`config.mk`:
```
export PLATFORM = sky130hd
export DESIGN_NAME = dma_irq_unit
export DESIGN_NICKNAME = d
export VERILOG_FILES = /design/src/rtl/dma_irq_unit.sv
export SDC_FILE = /design/constraint.sdc
export NUM_CORES = 1
export LEC_CHECK = 0
export ABC_AREA = 0
export BUFFER_PORTS_ARGS = -buffer_cell sky130_fd_sc_hd__buf_4
export CAP_MARGIN = 40
export CORE_AREA = 2 2 134 136
export CTS_CLUSTER_SIZE = 8
export DETAILED_ROUTE_END_ITERATION = 7
export DIE_AREA = 0 0 136 138
export RECOVER_POWER = 50
export SYNTH_ARGS = -nofsm -noshare
export SYNTH_HDL_FRONTEND = slang
export SYNTH_SLANG_ARGS = --single-unit
```
`constraint.sdc`:
```
create_clock -name clk -period 2.3 [get_ports clk]
set_input_delay 0.115 -clock clk [delete_from_list [all_inputs] [get_ports clk]]
set_output_delay 0.115 -clock clk [all_outputs]
set_load 0.1 [all_outputs]
```
`src/rtl/dma_irq_unit.sv`:
```
module dma_irq_unit #(
  parameter int NCH = 8,
  parameter int DW = 32,
  parameter int AW = 4,
  parameter int CFG_W = 32,
  parameter int TC_MASK_BIT = 15,
  parameter int ERR_MASK_BIT = 14,
  parameter int EN_BIT = 0
) (
  input  logic                 clk,
  input  logic                 rst,
  input  logic [NCH-1:0]       tc_evt,
  input  logic [NCH-1:0]       err_evt,
  input  logic [NCH*CFG_W-1:0] chan_cfg,
  input  logic [AW-1:0]        reg_addr,
  input  logic                 reg_wr,
  input  logic [DW-1:0]        reg_wdata,
  output logic [DW-1:0]        reg_rdata,
  output logic                 irq
);
  localparam logic [AW-1:0] A_ANY    = AW'(0);
  localparam logic [AW-1:0] A_TC     = AW'(1);
  localparam logic [AW-1:0] A_TC_CLR = AW'(2);
  localparam logic [AW-1:0] A_ERR    = AW'(3);
  localparam logic [AW-1:0] A_ERR_CLR= AW'(4);
  localparam logic [AW-1:0] A_TC_RAW = AW'(5);
  localparam logic [AW-1:0] A_ERR_RAW= AW'(6);
  localparam logic [AW-1:0] A_EN     = AW'(7);
  localparam int PAD = DW - NCH;

  logic [NCH-1:0] tc_raw, err_raw, tc_mask, err_mask, ch_en;
  logic [NCH-1:0] tc_clr, err_clr, tc_vis, err_vis, sel;

  for (genvar c = 0; c < NCH; c++) begin : g_cfg
    assign tc_mask[c]  = chan_cfg[c*CFG_W + TC_MASK_BIT];
    assign err_mask[c] = chan_cfg[c*CFG_W + ERR_MASK_BIT];
    assign ch_en[c]    = chan_cfg[c*CFG_W + EN_BIT];
  end

  assign tc_clr  = (reg_wr && reg_addr == A_TC_CLR)  ? reg_wdata[NCH-1:0] : '0;
  assign err_clr = (reg_wr && reg_addr == A_ERR_CLR) ? reg_wdata[NCH-1:0] : '0;
  assign tc_vis  = tc_raw & tc_mask;
  assign err_vis = err_raw & err_mask;

  always_ff @(posedge clk) begin
    if (rst) begin
      tc_raw  <= '0;
      err_raw <= '0;
      irq     <= 1'b0;
    end else begin
      tc_raw  <= (tc_raw & ~tc_clr) | tc_evt;
      err_raw <= (err_raw & ~err_clr) | err_evt;
      irq     <= |(tc_vis | err_vis);
    end
  end

  always_comb begin
    case (reg_addr)
      A_ANY:     sel = tc_vis | err_vis;
      A_TC:      sel = tc_vis;
      A_ERR:     sel = err_vis;
      A_TC_RAW:  sel = tc_raw;
      A_ERR_RAW: sel = err_raw;
      A_EN:      sel = ch_en;
      default:   sel = '0;
    endcase
  end

  assign reg_rdata = {{PAD{1'b0}}, sel};
endmodule


```
==> results.md <==
- The flow ran to the end, and the final reports show no timing, DRC or antenna violations.
- The count of cell types in the netlist is 33.
- The analysis attributes to cell leakage a power of 0.893 nW.
- The via count of the first global-routing pass is 1359.
- Summed over all nets, the switching power comes to 487 uW.
- Counting every instance in the synthesized netlist gives 185.
- Setup violations remaining at the end of the flow were counted as 0.
- The average instance in the mapped netlist occupies 7.34 sq um.
- The launch point of the worst hold path is err_evt[4].
- The number of clock buffers added by TritonCTS is 3.
- The clock drives 17 sinks.
- TritonCTS built the clock tree.
- Once placement finished, the instance area stood at 0.00200 sq mm.
- Setup repair after global routing left no endpoint under its margin.
- The share of the cycle needed by the critical path after routing is 69.1%.
- The detailed-router iteration count before antenna repair is 4.
- The area of the mapped netlist is 0.00136 sq mm.
- In this run the tool buffered the top-level ports with 63 buffer cells.
- The number of hold violations in the final report is 0.
- The number of enable-type register cells in the synthesized netlist is 0.
- For the finished layout, the period the worst path requires is 1.59 ns.
- Clock-pin slew was measured on the worst setup and hold paths at 0.06 ns.
- Hold is met by 0.0983 ns.
- The setup skew after layout is 0.0117 ns.
- For the worst flop-to-flop path, the logic depth is 3.
- After routing the design area is 0.00206 sq mm.
- Sequential elements use 25.0% of the synthesized area.
- The internal power component is 668 uW.
- The net count reported at finish is 553.
- Per report_power, the sequential group accounts for 28.9% of the total.
- Headroom to the max-slew limit came out at 20.4%.
- Across the VDD grid, the largest voltage drop is 0.210 mV.
- The worst hold path terminates at err_raw[4].
- The maximum achievable frequency is 629 MHz.
- By area the synthesized netlist is led by dfxtp_1, buf_4, a21oi_1.
- The clock insertion delay at the later pin of the skew report is 0.25 ns.
- The average wire length per cell after detail routing is 11.8 um.
- For this block, the routed nets add up to 5.53 mm of wire.
- The HPWL after detailed placement is 4.84 mm.
- The initial antenna violation count is 0.
- Global routing consumed, over all layers together, 5.86% of the routing resources.
- By count the netlist is led by a21oi_1, buf_4, nand2_1.
- The instance count along the most critical hold path is 3.
- The core box area is 0.0175 sq mm.
- The first routing iteration left 60 violations.
- The remaining number of nets flagged by the antenna check after routing is 0.
- STA classifies the critical path endpoint as a primary output.
- The combinational power share is 40.3%.
- The max-slew violation count was 0.
- In the routed layout, each cell is associated on average with a via count of 3.03.
- In this run, placement finished with an instance count of 466.
- For this block, the via count after detailed routing is 1424.
- Net switching is 42.2% of the power.
- Once layout is complete, the cells apart from fillers number 470.
- In this run the count of I/O pins placed on the die edge is 344.
- Across all register-to-register paths, the minimum setup slack is 0.99 ns.
- The biggest area contributor in the post-synthesis netlist is dfxtp_1.
- The share of cells above drive strength 1 is 29.9%.
- The number of warnings issued by yosys is 0.
- The first-pass GRT wire length is 8.25 mm.
- The congestion estimate from routability-driven global placement came to 0.784.
- For the pin with the worst max-slew slack, the measured transition is 1.20 ns.
- The repair_antennas step left the layout with diodes totalling 0.
- For this configuration, the core starts out at a cell density of 7.75%.
- CTS built an H-tree with a depth of 1.
- Summed over all failing endpoints, the final setup total negative slack is 0 ns.
- For this design, the CTS-stage hold fixing added 0 buffers.
- The peak fanout along the critical path is 3.
- The flip-flop and latch count after synthesis is 17.
- The type of the most critical hold path is in -> reg.
- The total grt overflow is 0.
- In this run the power density over the cells is 559 mW/mm^2.
- The pin count of the biggest net entering global routing is 22.
- After synthesis, the largest area contributor takes up 25.0% of total cell area.
- The first element of the critical path is err_raw[7].
- The full die area is 0.0188 sq mm.
- The endpoint of the worst register-to-register path is irq.
- The worst register-to-register path begins at err_raw[2].
- The clock power share is 30.8%.
- The setup path with the least slack is of type reg -> out.
- The tree is rooted in a clkbuf_16.
- The initialized floorplan defines 49 standard-cell rows.
- Across the run, the number of max-cap violations was 0.
- The main flop type after synthesis is dfxtp_1.
- The post-synthesis to final-layout area growth is 51.9%.
- In this run the horizontal extent of the chip is 136 um.
- For this run, the share of the core covered by cells in the final layout is 11.8%.
- The quantity of gates resized following cts is 0.
- After synthesis, the share of flip-flops with an asynchronous set or reset is 0%.
- In this run the post-CTS setup repair buffer count came out at 0.
- After detailed routing, the number of remaining DRC violations is 0.
- The launching element type of the critical path is a register.
- At the worst endpoint, the required time is 2.18 ns.
- Data arrives at the worst endpoint at 1.47 ns.
- The die is 138 um tall.
- The clock passes through at most 2 buffers.
-- power by group through the flow --
stage	clock network, mW	registers [mW]	logic [mW]
global route	0.380	0.337	0.489
detailed placement	0	0.341	0.471
global placement	0	0.340	0.471
floorplan	0	0.345	0.375
finish	0.356	0.334	0.465
CTS	0.366	0.335	0.472
-- through the flow --
step | power [mW] | setup WS (ns)
2_1_floorplan | 0.719 | 0.171
3_3_place_gp | 0.812 | 0.737
3_5_place_dp | 0.813 | 0.741
4_1_cts | 1.17 | 0.683
5_1_grt | 1.21 | 0.602
6_report | 1.15 | 0.710
-- how the worst max path moves through the flow --
stage                   end  slack [ns]  cells after the start
6_report       reg_rdata[7]        0.71                      4
5_1_grt        reg_rdata[1]        0.60                      4
4_1_cts        reg_rdata[7]        0.68                      4
3_5_place_dp   reg_rdata[4]        0.74                      5
3_3_place_gp   reg_rdata[4]        0.74                      5
2_1_floorplan  reg_rdata[1]        0.17                      3
-- cell type report --
| cell class | count | area [sq um] |
|---|---|---|
| fillers | 2079 | 15500 |
| multi-input cells | 139 | 821 |
| repair buffers | 63 | 469 |
| flip-flops and latches | 17 | 340 |
| well taps | 229 | 287 |
| clock buffers | 3 | 75.1 |
| inverters | 18 | 67.6 |
| clock inverters | 1 | 5.00 |
-- layout by cell type, fill, tap and decap left out, types with 2 or more instances in the layout --
master	n
and2b_1	2
o21ai_0	12
and3_1	3
nor2b_1	2
a22o_1	5
mux2i_1	3
a22oi_1	4
o211ai_1	8
buf_4	62
or4b_1	2
conb_1	24
o21ai_1	5
o311a_1	2
a21oi_1	24
and3b_1	2
clkbuf_16	3
inv_1	18
o221ai_2	5
nand3b_1	3
or2_1	2
nor2_1	3
dfxtp_1	17
nand2_1	21
-- routing by layer --
metal	vias to the layer above	GRT usage, %	part of all wire (%)
met5	-	0	0
met4	0	1.86	2.1
met3	4	1.50	6.0
met2	45	9.34	48
met1	657	7.70	44
li1	718	-	-
-- worst max-delay path, cell delays in order, from the launching register on --
cell	delay, ns
dfxtp_1	0.36
a22o_1	0.22
a22oi_1	0.11
o221ai_2	0.19
buf_4	0.32
-- state kept, by name, summed over array words and instances, names as in the netlist --
name,flops
err_raw,8
irq,1
tc_raw,8
-- cells by family after synthesis --
group	synth area share [%]
AO/OA/AOI/OAI	31.6
buffers and inverters	22.4
AND/OR/NAND/NOR	18.5
other	0.276
multiplexers	2.21
flip-flops	25.0
Note: power is estimated with default switching activity, not from simulation.
